### src/rtl/prt_pkg.sv
package prt_pkg;
    // Per-row command resolved from the top-level write inputs.
    typedef enum logic [1:0] {
        ROW_IDLE  = 2'd0,
        ROW_SET   = 2'd1,
        ROW_CLR   = 2'd2,
        ROW_FLUSH = 2'd3
    } row_cmd_e;
endpackage

### src/rtl/prt_first_set.sv
// prt_first_set: finds the lowest-index set bit of a vector.
// Assumes W is a power of two, at least 2. idx is 0 when no bit is set.
module prt_first_set #(
    parameter int W  = 8,
    localparam int IW = $clog2(W)
) (
    input  logic [W-1:0]  vec,
    output logic [IW-1:0] idx,
    output logic          any
);
    // Scan from the top so that the lowest set index is written last.
    always_comb begin
        idx = '0;
        for (int i = W - 1; i >= 0; i--) begin
            if (vec[i]) idx = IW'(i);
        end
    end

    // Flag that at least one bit is set.
    assign any = |vec;

    always_comb begin
        assert_lowest_wins_R7: assert (!any || (vec[idx] && ((vec & ((W'(1) << idx) - W'(1))) == '0)))
            else $error("first-set index not the lowest set bit");
    end
endmodule

### src/rtl/prt_row.sv
// prt_row: one row of presence bits, updated by a pre-resolved command.
// Assumes the top has already qualified cmd for this row. Flush is broadcast.
module prt_row
    import prt_pkg::*;
#(
    parameter int ROW_W = 8,
    localparam int SW   = $clog2(ROW_W)
) (
    input  logic             clk,
    input  logic             rst_n,
    input  row_cmd_e         cmd,
    input  logic [SW-1:0]    bit_sel,
    output logic [ROW_W-1:0] bits_q
);
    // Storage update: reset and flush empty the row, set/clear touch one bit.
    always_ff @(posedge clk) begin
        if (!rst_n) begin
            bits_q <= '0;
        end else begin
            case (cmd)
                ROW_FLUSH: bits_q <= '0;
                ROW_SET:   bits_q[bit_sel] <= 1'b1;
                ROW_CLR:   bits_q[bit_sel] <= 1'b0;
                default:   bits_q <= bits_q;
            endcase
        end
    end

    assert_set_lands_R3: assert property (@(posedge clk) disable iff (!rst_n)
        (cmd == ROW_SET) |=> bits_q[$past(bit_sel)]);
    assert_clear_lands_R4: assert property (@(posedge clk) disable iff (!rst_n)
        (cmd == ROW_CLR) |=> !bits_q[$past(bit_sel)]);
    assert_idle_holds_R10: assert property (@(posedge clk) disable iff (!rst_n)
        (cmd == ROW_IDLE) |=> $stable(bits_q));
    assert_flush_empties_R2: assert property (@(posedge clk) disable iff (!rst_n)
        (cmd == ROW_FLUSH) |=> (bits_q == '0));
endmodule

### src/rtl/prio_ready_table.sv
// prio_ready_table: 2^(GRP_BITS+BIT_BITS) presence bits in a row/bit array.
// Provides a two-level lowest-priority encoder and a membership query.
// Assumes one clock and a synchronous active-low reset. Reads are combinational
// from the registered table, so a write shows on the outputs one edge later.
module prio_ready_table
    import prt_pkg::*;
#(
    parameter int GRP_BITS = 3,
    parameter int BIT_BITS = 3,
    localparam int PRIO_W   = GRP_BITS + BIT_BITS,
    localparam int NUM_ROWS = 1 << GRP_BITS,
    localparam int ROW_W    = 1 << BIT_BITS
) (
    input  logic              clk,
    input  logic              rst_n,
    input  logic              flush,
    input  logic              wr_set,
    input  logic              wr_clr,
    input  logic [PRIO_W-1:0] wr_prio,
    input  logic [PRIO_W-1:0] q_prio,
    output logic              q_hit,
    output logic [PRIO_W-1:0] top_prio,
    output logic              top_valid
);
    logic [GRP_BITS-1:0] wr_grp;
    logic [BIT_BITS-1:0] wr_bit;
    logic [ROW_W-1:0]    row_q   [NUM_ROWS];
    logic [NUM_ROWS-1:0] row_any;
    logic [GRP_BITS-1:0] top_grp;
    logic [BIT_BITS-1:0] top_bit;
    logic [ROW_W-1:0]    top_row;
    logic                grp_any;
    logic                bit_any;

    // Split the write priority into row and bit selects.
    assign wr_grp = wr_prio[PRIO_W-1:BIT_BITS];
    assign wr_bit = wr_prio[BIT_BITS-1:0];

    for (genvar r = 0; r < NUM_ROWS; r++) begin : g_row
        row_cmd_e cmd;

        // Resolve the command for this row: flush, then clear, then set.
        always_comb begin
            if (flush)                                         cmd = ROW_FLUSH;
            else if (wr_grp == GRP_BITS'(r) && wr_clr)         cmd = ROW_CLR;
            else if (wr_grp == GRP_BITS'(r) && wr_set)         cmd = ROW_SET;
            else                                               cmd = ROW_IDLE;
        end

        prt_row #(.ROW_W(ROW_W)) u_row (
            .clk     (clk),
            .rst_n   (rst_n),
            .cmd     (cmd),
            .bit_sel (wr_bit),
            .bits_q  (row_q[r])
        );

        // Row summary used by the first encoder level.
        assign row_any[r] = |row_q[r];
    end

    // Level one: lowest nonempty row.
    prt_first_set #(.W(NUM_ROWS)) u_grp_enc (
        .vec (row_any),
        .idx (top_grp),
        .any (grp_any)
    );

    // Pick the winning row for the second level.
    assign top_row = row_q[top_grp];

    // Level two: lowest set bit inside the winning row.
    prt_first_set #(.W(ROW_W)) u_bit_enc (
        .vec (top_row),
        .idx (top_bit),
        .any (bit_any)
    );

    // Combine the two levels into the reported priority.
    assign top_prio  = {top_grp, top_bit};
    assign top_valid = grp_any;

    // Membership lookup by row and bit of the query.
    assign q_hit = row_q[q_prio[PRIO_W-1:BIT_BITS]][q_prio[BIT_BITS-1:0]];

    assert_top_is_set_R7: assert property (@(posedge clk) disable iff (!rst_n)
        top_valid |-> (row_q[top_grp][top_bit] && bit_any));
    assert_no_urgent_row_above_R7: assert property (@(posedge clk) disable iff (!rst_n)
        top_valid |-> ((row_any & ((NUM_ROWS'(1) << top_grp) - NUM_ROWS'(1))) == '0));
    assert_empty_reports_zero_R8: assert property (@(posedge clk) disable iff (!rst_n)
        !top_valid |-> (top_prio == '0));
    assert_flush_clears_top_R2: assert property (@(posedge clk) disable iff (!rst_n)
        flush |=> !top_valid);
    assert_clear_beats_set_R6: assert property (@(posedge clk) disable iff (!rst_n)
        (wr_set && wr_clr && !flush) |=> !row_q[$past(wr_grp)][$past(wr_bit)]);
endmodule

### config.mk
export PLATFORM = sky130hd
export DESIGN_NAME = prio_ready_table
export DESIGN_NICKNAME = d
export VERILOG_FILES = /design/src/rtl/prt_pkg.sv /design/src/rtl/prt_first_set.sv /design/src/rtl/prt_row.sv /design/src/rtl/prio_ready_table.sv
export SDC_FILE = /design/constraint.sdc
export NUM_CORES = 1
export LEC_CHECK = 0
export CAP_MARGIN = 10
export CORE_MARGIN = 1.5
export CORE_UTILIZATION = 65
export CTS_CLUSTER_SIZE = 28
export DETAILED_ROUTE_END_ITERATION = 10
export DONT_BUFFER_PORTS = 1
export PLACE_DENSITY = 0.83
export SLEW_MARGIN = 0
export SYNTH_ARGS = -nofsm -noshare
export SYNTH_HDL_FRONTEND = slang
export SYNTH_SLANG_ARGS = --single-unit
### constraint.sdc
create_clock -name clk -period 3.7 [get_ports clk]
set_clock_uncertainty 0.2 [all_clocks]
set_input_delay 0.37 -clock clk [delete_from_list [all_inputs] [get_ports clk]]
set_output_delay 0.37 -clock clk [all_outputs]
set_load 0.01 [all_outputs]
### Word-level counts from Yosys, hierarchy flattened

Cells that the tools add are included.
W data, S select, Z words.

| storage, ports and cells | value |
|---|---|
| register bits | 64 |
| input port bits | 17 |
| output and inout bits | 8 |

| operators by class | value |
|---|---|
| $lt $le $gt $ge | 5 |
| equal/unequal tests | 31 |
| multiplexer cells | 58 |
| bitwise gates (word level) | 19 |
| reductions and logical operators | 35 |

Operator list:

| kind | number |
|---|---|
| $pmux W8 S3 | 8 |
| $and A8 B8 Y8 | 8 |
| $or A8 B8 Y8 | 8 |
| $reduce_or A64 Y1 | 1 |
| $reduce_or A8 Y1 | 8 |
| $bmux W8 S3 | 2 |
| $mux W3 | 16 |
| $eq A2 B2 Y1 const B | 16 |
| $mux W2 | 16 |
| $mux W8 | 4 |
| $reduce_bool A3 Y1 | 8 |
| $logic_and A1 B1 Y1 | 17 |
| $eq A2 B1 Y1 const B | 8 |
| $eq A3 B3 Y1 const B | 4 |
| $mux W1 | 10 |
| $ge A4 B4 Y1 const B | 2 |
| $lt A3 B4 Y1 const B | 2 |
| $not A3 Y4 | 2 |
| $not A8 Y8 | 1 |
| $eq A3 B2 Y1 const B | 2 |
| $bmux W1 S3 | 1 |
| $demux W1 S3 | 1 |
| $eq A3 B1 Y1 const B | 1 |
| $ge A3 B1 Y1 const B | 1 |
| $logic_not A3 Y1 | 1 |

### Longest topological paths before layout

Gate-level depths: netlist of run 1.

| depth | value |
|---|---|
| depth in word-level cells | 21 |
| depth in mapped cells | 10 |

### Cells and area by module

Synthesis of run 1 repeated with hierarchy kept, for this count alone.

| second synthesis, totals | value |
|---|---|
| cell total of the unflattened synthesis | 616 |
| area total of the unflattened synthesis | 5327.6 um^2 |

Modules (own cells, without submodules):

| module | instances | cells each | area each (um^2) | seq. area each (um^2) |
|---|---|---|---|---|
| prt_row (g_row[1].u_row ...) | 7 | 57 | 479.2 | 160.2 |
| prio_ready_table | 1 | 134 | 1337.5 | 0.0 |
| prt_row (g_row[0].u_row) | 1 | 57 | 473.0 | 160.2 |
| prt_first_set | 2 | 13 | 81.3 | 0.0 |

### Least setup slack after synthesis of run 1

No wires, ideal clock.

| path | value |
|---|---|
| path type | input to output |
| start | in q_prio[4] |
| end | out q_hit |
| data arrival time | 2.674 ns |
| path slack | 0.456 ns |
| cell stages on the path | 5 |
| buffers on the path | 2 |
| cells stage by stage | clkbuf_1 clkbuf_1 mux4_2 mux4_2 mux4_2 |

| between the ends | value |
|---|---|
| word-level cells in the longest chain between the ends | 6 |

Ends and longest elaborated chain:

| element | line | text |
|---|---|---|
| start: declaration | prio_ready_table.sv:20 | `input logic [PRIO_W-1:0] q_prio,` |
| $not A3 Y4 (not written as such) | prio_ready_table.sv:84 | `assign q_hit = row_q[q_prio[PRIO_W-1:BIT_BITS]][q_prio[BIT_BITS-1:0]];` |
| $bmux W8 S3 | prio_ready_table.sv:84 |  |
| $mux W8 (not written as such) (2 in series) | prio_ready_table.sv:84 |  |
| $bmux W1 S3 | prio_ready_table.sv:84 |  |
| $mux W1 (not written as such) | prio_ready_table.sv:84 |  |
| end: declaration | prio_ready_table.sv:21 | `output logic q_hit,` |

Every way passes these cells. The select of a mux whose other input is x is not followed.

### Final worst setup path of run 1

| path | value |
|---|---|
| start | reg g_row[4].u_row.bits_q[0] |
| end | out top_prio[2] |

| between the ends | value |
|---|---|
| word-level cells in the longest chain between the ends | 18 |

Ends and longest elaborated chain:

| element | line | text |
|---|---|---|
| start: declaration | prt_row.sv:13 | `output logic [ROW_W-1:0] bits_q` |
| start signal: assignment | prt_row.sv:24 | `default: bits_q <= bits_q;` |
| $reduce_or A8 Y1 | prio_ready_table.sv:59 | `assign row_any[r] = \|row_q[r];` |
| $mux W3 (5 in series) | prt_first_set.sv:15 | `if (vec[i]) idx = IW'(i);` |
| $not A3 Y4 (not written as such) | prio_ready_table.sv:70 | `assign top_row = row_q[top_grp];` |
| $bmux W8 S3 * | prio_ready_table.sv:70 |  |
| $mux W8 (not written as such) * (2 in series) | prio_ready_table.sv:70 |  |
| $mux W3 (7 in series) | prt_first_set.sv:15 |  |
| $mux W3 * | prt_first_set.sv:15 |  |
| end: declaration | prio_ready_table.sv:22 | `output logic [PRIO_W-1:0] top_prio,` |

Mark *: on every way between the ends. The rest lies on a longest branch, timed or not. The select of a mux whose other input is x is not followed.

==> flow_summary.json, run 1 <==
{
  "outcome": "finished, final reports clean",
  "drcViolationCount": 0,
  "final_common_cell": "nor2_1",
  "wl_um": 16580,
  "grt_overflow": 0,
  "preCtsSetupSlack_ps": 318.1,
  "synth.distinct_cells": 63,
  "yosysSeqAreaShare": 0.2558,
  "nNetsFinal": 611,
  "regToRegSetupSlack_ps": 2650,
  "ys_async_sr_fraction": 0,
  "fin_cells": 674,
  "die_h_um": 90.78,
  "syn_to_final_growth_pct": 7.494,
  "numCtsBuffers": 9,
  "clock_latency_ps": 360,
  "hp-start": "rst_n",
  "root_buffer": "clkbuf_8",
  "drt_iter0_drc": 762,
  "regMostFlops": "g_row.u_row.bits_q",
  "irDropWorstVdd_mv": 0.2902,
  "rows": 31,
  "antenna_found_initial": 1,
  "min_to": "g_row[6].u_row.bits_q[0]",
  "maxCapViolCount": 0,
  "initial_core_util": 0.6796,
  "layout_setup_ws_ps": 42.06,
  "diodes": 0,
  "synth_cells": 609,
  "place_inst": 651,
  "grt_max_degree": 65,
  "dieArea_um2": 8241,
  "p_leak_nw": 2.469,
  "die_w_um": 90.78,
  "maxSlewHeadroom": 0.3734,
  "final_cell_mix": "nor2_1 (135), a21oi_1 (80), o221a_2 (63), dfxtp_1 (63), ha_1 (24)",
  "synth_warnings": 0,
  "gp_congestion": 1.069,
  "cp_cell_sequence": "or4_4 > and4bb_4 > a31oi_4 > a211oi_1 > a211oi_1 > o21a_1 > or2_0 > and3b_1",
  "report.final.setup_viol": 0,
  "grt_pass1_vias": 4528,
  "clk_pin_slew_ps": 80,
  "h-tree-depth": 3,
  "grt_pass1_wl_um": 25270,
  "end_kind": "primary output",
  "core_um2": 7370,
  "ys.flop_type": "dfxtp_1",
  "critPathMaxFanout": 8,
  "worstPathArrival_ps": 3090,
  "detail-route-antenna-nets": 0,
  "fillCellCount": 551,
  "clkSinkCount": 64,
  "worstPathRequired_ps": 3130,
  "reg_top3": "g_row.u_row.bits_q: 64 flops",
  "io_buffers": 0,
  "p_total_mw": 2.111,
  "cpPeakStageDelay_ps": 550,
  "cts_tree": "done",
  "worstRegToRegCells": 2,
  "cpMostUsedCell": "a211oi_1",
  "routedWlPerCell_um": 24.60,
  "clock_path_buffers": 2,
  "syn_nets": 650,
  "via_count": 5024,
  "viasPerCell": 7.454,
  "drive_gt1_frac": 0.2643,
  "drt_first_pass_iters": 6,
  "largest_register_ffs": 64,
  "slowest_stage": "or4_4",
  "hold_path_depth": 2,
  "avgSynthCellArea_um2": 8.224,
  "rr_startpoint": "g_row[3].u_row.bits_q[0]",
  "powerDensity_nw_per_um2": 392.1,
  "dp_hpwl_um": 11810,
  "timing.fmax_ghz": 0.2734,
  "synthesis.area_um2": 5009,
  "grtUsageTotal": 0.4007,
  "cp-start-kind": "flip-flop",
  "r2r-end": "g_row[3].u_row.bits_q[0]",
  "ioPinCount": 25,
  "synth_seq_cells": 64,
  "slew_violations": 0,
  "period_needed_ps": 3658,
  "synth_edf_count": 0,
  "min_period_over_period": 0.9886,
  "finalHoldViolations": 0,
  "criticalPathCategory": "flip-flop to primary output",
  "worst_pin_slew_ps": 937.0,
  "hp-class": "input pin to flip-flop"
}
[worst max path at each step]
stage                              to  slack, ps                     start  depth (start not counted)
after floorplan                 q_hit        460                 q_prio[4]                          5
after global placement    top_prio[0]        320  g_row[0].u_row.bits_q[1]                          9
after detailed placement  top_prio[1]        320  g_row[0].u_row.bits_q[5]                          9
after CTS                 top_prio[0]          9  g_row[4].u_row.bits_q[0]                          9
after global routing      top_prio[2]        -60  g_row[4].u_row.bits_q[0]                          8
final                     top_prio[2]         40  g_row[4].u_row.bits_q[0]                          8
[layout make-up]
type                       count  area (µm²)  area share
multi-input combinational    456        3533      0.6563
sequential                    64        1282      0.2382
clock inverter                 6       68.82     0.01278
timing repair buffer          19       162.7     0.03021
clock buffer                  10       127.6     0.02370
tap                           99       123.9     0.02301
inverter                      20       85.08     0.01580
[stage by stage]
stage | instance area [µm²] | util | hold WS (ps) | TNS (ps)
2_1_floorplan | 5009 | - | 328.0 | 0
3_3_place_gp | 4952 | 0.6720 | 313.8 | 0
3_5_place_dp | 4952 | 0.6720 | 314.5 | 0
4_1_cts | 5226 | 0.7092 | 185.6 | 0
5_1_grt | 5384 | 0.7306 | 190.4 | -127.8
6_report | 5384 | 0.7306 | 193.9 | 0
[power by group]
group	internal (mW)	switching, mW	total, mW
Clock	0.315	0.305	0.620
Sequential	0.703	0.0231	0.726
Combinational	0.299	0.467	0.765
Total	1.32	0.795	2.11
[synth_stat cells, drive strengths merged (2+ instances only)]
cell     number  area (µm²)
nor2        136       513.0
a21oi        80       400.4
dfxtp        64        1281
o221a        63       709.4
clkbuf       58       224.0
ha           24       300.3
mux4         21       473.0
inv          20       75.07
nand2        13       48.80
nor4         12       87.58
buf          11       46.29
a211oi        8       65.06
nor3          8       45.04
nand4         6       37.54
o211ai        6       45.04
or4           6       48.80
a21o          5       37.54
a31oi         5       37.53
mux2i         5       50.05
o21ai         5       36.29
a31o          4       35.03
and2          3       18.77
and3          3       18.77
nand3b        3       22.52
nor2b         3       18.77
o21a          3       22.52
o221ai        3       26.28
o22ai         3       18.77
and4          2       17.52
nand3         2       10.01
nand4bb       2       38.79
o211a         2       20.02
o21bai        2       15.01
or2           2       12.52
or3           2       12.51
[cells by family after synthesis]
kind of cell,Yosys count,synth area share
simple gates,209,0.2011
compound gates,196,0.3068
buf+inv,89,0.06895
flops,64,0.2558
mux,27,0.1074
fa+ha+maj,24,0.05996
[layer usage]
metal  GRT usage  part of all wire  vias to the layer above
met1      0.5185              0.38                     2348
met4      0.1745             0.058                        0
met2      0.6391              0.45                      367
met5           0                 0                        -
met3     0.09175              0.11                      104
li1            -                 -                     2205
[critical path, delay by kind of cell, from the launching register on]
| kind | cells | cell delay (ps) |
|---|---|---|
| and+or+nand+nor | 4 | 1490 |
| AOI/OAI and AO/OA | 4 | 880 |
| DFF | 1 | 350 |
[timing repair]
item,CTS,global route
hold endpoints to repair,64,0
hold buffers,1,0
endpoints found under the setup margin,3,3
pin swaps,1,13
resized for setup,6,23
cloned,0,0
setup buffers,2,4
Note: power is estimated with default switching activity, not from simulation.
==> run 2, diff against run 1 <==
- SYNTH_HIERARCHICAL: not set -> 1
==> run 2 against run 1 <==
Net effect: the run now ends with negative setup slack left; synthesized area is 6.3% higher; register-to-register slack got worse by 520 ps; die area grew 6.1%; synthesized cell count increased by 0.99%; sequential power down 3.3%; critical path depth is 3 higher; hold slack got worse by 190 ps; combinational power shrank 41%; clock-buffer cell count unchanged; critical path type unchanged; critical endpoint unchanged.
==> flow_summary.json, run 2 <==
{
  "numCtsBuffers": 9,
  "timing.fmax_ghz": 0.2517,
  "drt_iter0_drc": 966,
  "intPower_mw": 1.346,
  "report.final.setup_viol": 3,
  "tns_ps": -741.7,
  "powerDensity_nw_per_um2": 312.0,
  "placed_cell_area_um2": 5279,
  "min_period_over_period": 1.074,
  "cp-start-kind": "flip-flop",
  "reg_top3": "g_row.u_row/bits_q: 64 flops",
  "hp-start": "rst_n",
  "grt_pass1_wl_um": 27280,
  "regMostFlops": "g_row.u_row/bits_q",
  "final_common_cell": "nand2_1",
  "diodes": 0,
  "cts_tree": "done",
  "initial_core_util": 0.6817,
  "fillCellCount": 472,
  "rsz0062_at_grt": "true",
  "h-tree-depth": 3,
  "grt_max_degree": 82,
  "grt_pass1_vias": 5099,
  "maxSlewHeadroom": 0.3926,
  "slew_violations": 0,
  "die_w_um": 93.49,
  "drt_first_pass_iters": 7,
  "dp_hpwl_um": 10440,
  "final_cell_mix": "nand2_1 (77), nand3_1 (57), dfxtp_1 (45)",
  "syn_nets": 656,
  "rr_startpoint": "g_row[5].u_row/bits_q[5]",
  "critPathMaxFanout": 4,
  "drive_gt1_frac": 0.2242,
  "violations": "negative setup slack",
  "pwr-share-comb": 0.240,
  "p_total_mw": 1.895,
  "maxCapViolCount": 0,
  "synth_warnings": 6,
  "layout_setup_ws_ps": -272.5,
  "worst_pin_slew_ps": 908.1,
  "ioPinCount": 25,
  "grt_overflow": 0,
  "sequentialPowerShare": 0.370,
  "wl_um": 19020,
  "final_area_um2": 6075,
  "switching_share": 0.2901,
  "via_count": 5758,
  "io_buffers": 0,
  "detail-route-antenna-nets": 0,
  "clk_pin_slew_ps": 80,
  "synthesis.area_um2": 5323,
  "syn_to_final_growth_pct": 14.13,
  "nNetsFinal": 656,
  "irDropWorstVdd_mv": 0.3091,
  "root_buffer": "clkbuf_8",
  "synth_cells": 615,
  "period_needed_ps": 3973,
  "worstPathArrival_ps": 3400,
  "clock_path_buffers": 2,
  "dieArea_um2": 8740,
  "viasPerCell": 7.975,
  "p_leak_nw": 2.276,
  "drcViolationCount": 0,
  "rows": 32,
  "antenna_found_initial": 2,
  "clock_latency_ps": 350,
  "outcome": "finished, violations left",
  "routedWlPerCell_um": 26.35,
  "clkSinkCount": 64,
  "grtUsageTotal": 0.4089,
  "gp_congestion": 1.003,
  "criticalPathCategory": "flip-flop to primary output",
  "core_um2": 7807,
  "hp-class": "input pin to flip-flop",
  "p_switching_mw": 0.5497,
  "worstPathRequired_ps": 3130,
  "largest_register_ffs": 64,
  "die_h_um": 93.49,
  "end_kind": "primary output",
  "clkPwrFrac": 0.390,
  "cp-startpoint": "g_row[6].u_row/bits_q[6]",
  "avgSynthCellArea_um2": 8.655,
  "finalHoldViolations": 0
}
## run 2: changes by cell type in the layout (fill, tap and decap cells not counted), moves of 9 or more
cell / before / now
nand2_1: 13 / 77
o211ai_1: 6 / 24
nand3_1: 2 / 57
dlygate4sd3_1: 0 / 9
dfxtp_1: 63 / 45
dfxtp_2: 1 / 15
o221a_2: 63 / 0
o22ai_1: 3 / 26
nand3b_1: 3 / 18
nand2b_1: 0 / 25
nor2_1: 135 / 15
o2111ai_1: 1 / 24
a21oi_1: 80 / 34
## run 2: timing repair
item,4_1_cts,5_1_grt
gates resized for setup,26,45
hold endpoints to repair,38,1
hold buffers,9,1
setup buffers,7,12
pin swaps,10,12
endpoints found under the setup margin,3,3
cloned,1,1
## run 2: metrics by stage
step           cells  setup slack [ps]    util  hold WS [ps]
3_5_place_dp     675             276.7  0.6761         280.9
5_1_grt          722            -259.2  0.7780         6.520
3_3_place_gp     675             305.7  0.6761         276.0
4_1_cts          708            -81.25  0.7383        0.2270
2_1_floorplan    615             24.49       -         258.1
6_report         722            -272.5  0.7780         7.274
## run 2: metal layers
metal / track usage / up-vias / routed length, µm / share of wire
li1: - / 2384 / - / -
met4: 0.2071 / 2 / 1396 / 0.073
met2: 0.6214 / 575 / 8145 / 0.43
met3: 0.1276 / 167 / 2926 / 0.15
met1: 0.5214 / 2630 / 6541 / 0.34
met5: 0 / - / 12 / 0.00063
## run 2: layout make-up
class / count / area [µm²] / area share
Timing Repair Buffer: 40 / 399.1 / 0.06571
Clock inverter: 6 / 107.6 / 0.01771
Clock buffer: 10 / 127.6 / 0.02101
Sequential cell: 64 / 1315 / 0.2165
Inverter: 19 / 71.32 / 0.01174
Multi-Input combinational cell: 481 / 3926 / 0.6463
Tap cell: 102 / 127.6 / 0.02101
## run 2: final timing paths
check                                  end  cells past startpoint  slack, ps
setup reg to reg  g_row[5].u_row/bits_q[5]                      3       2130
hold / removal    g_row[4].u_row/bits_q[3]                      2          7
hold reg to reg   g_row[4].u_row/bits_q[7]                      2        330
setup / recovery               top_prio[2]                     11       -270
## run 2: power by group through the flow
stage	sequential [mW]	clock, mW	combinational, mW
6_report	0.702	0.739	0.455
5_1_grt	0.702	0.766	0.479
4_1_cts	0.702	0.733	0.385
3_5_place_dp	0.718	0	0.330
3_3_place_gp	0.718	0	0.318
2_1_floorplan	0.714	0	0.315
## run 2: worst max-delay path, cell delays in order, from the launching register on
cell	delay, ps
dfxtp_2	350
nor4_2	280
nand2_1	130
inv_1	130
a21oi_2	100
o41ai_4	290
buf_4	220
clkbuf_16	150
mux4_2	520
mux2_4	330
nor4_4	270
and3b_2	270
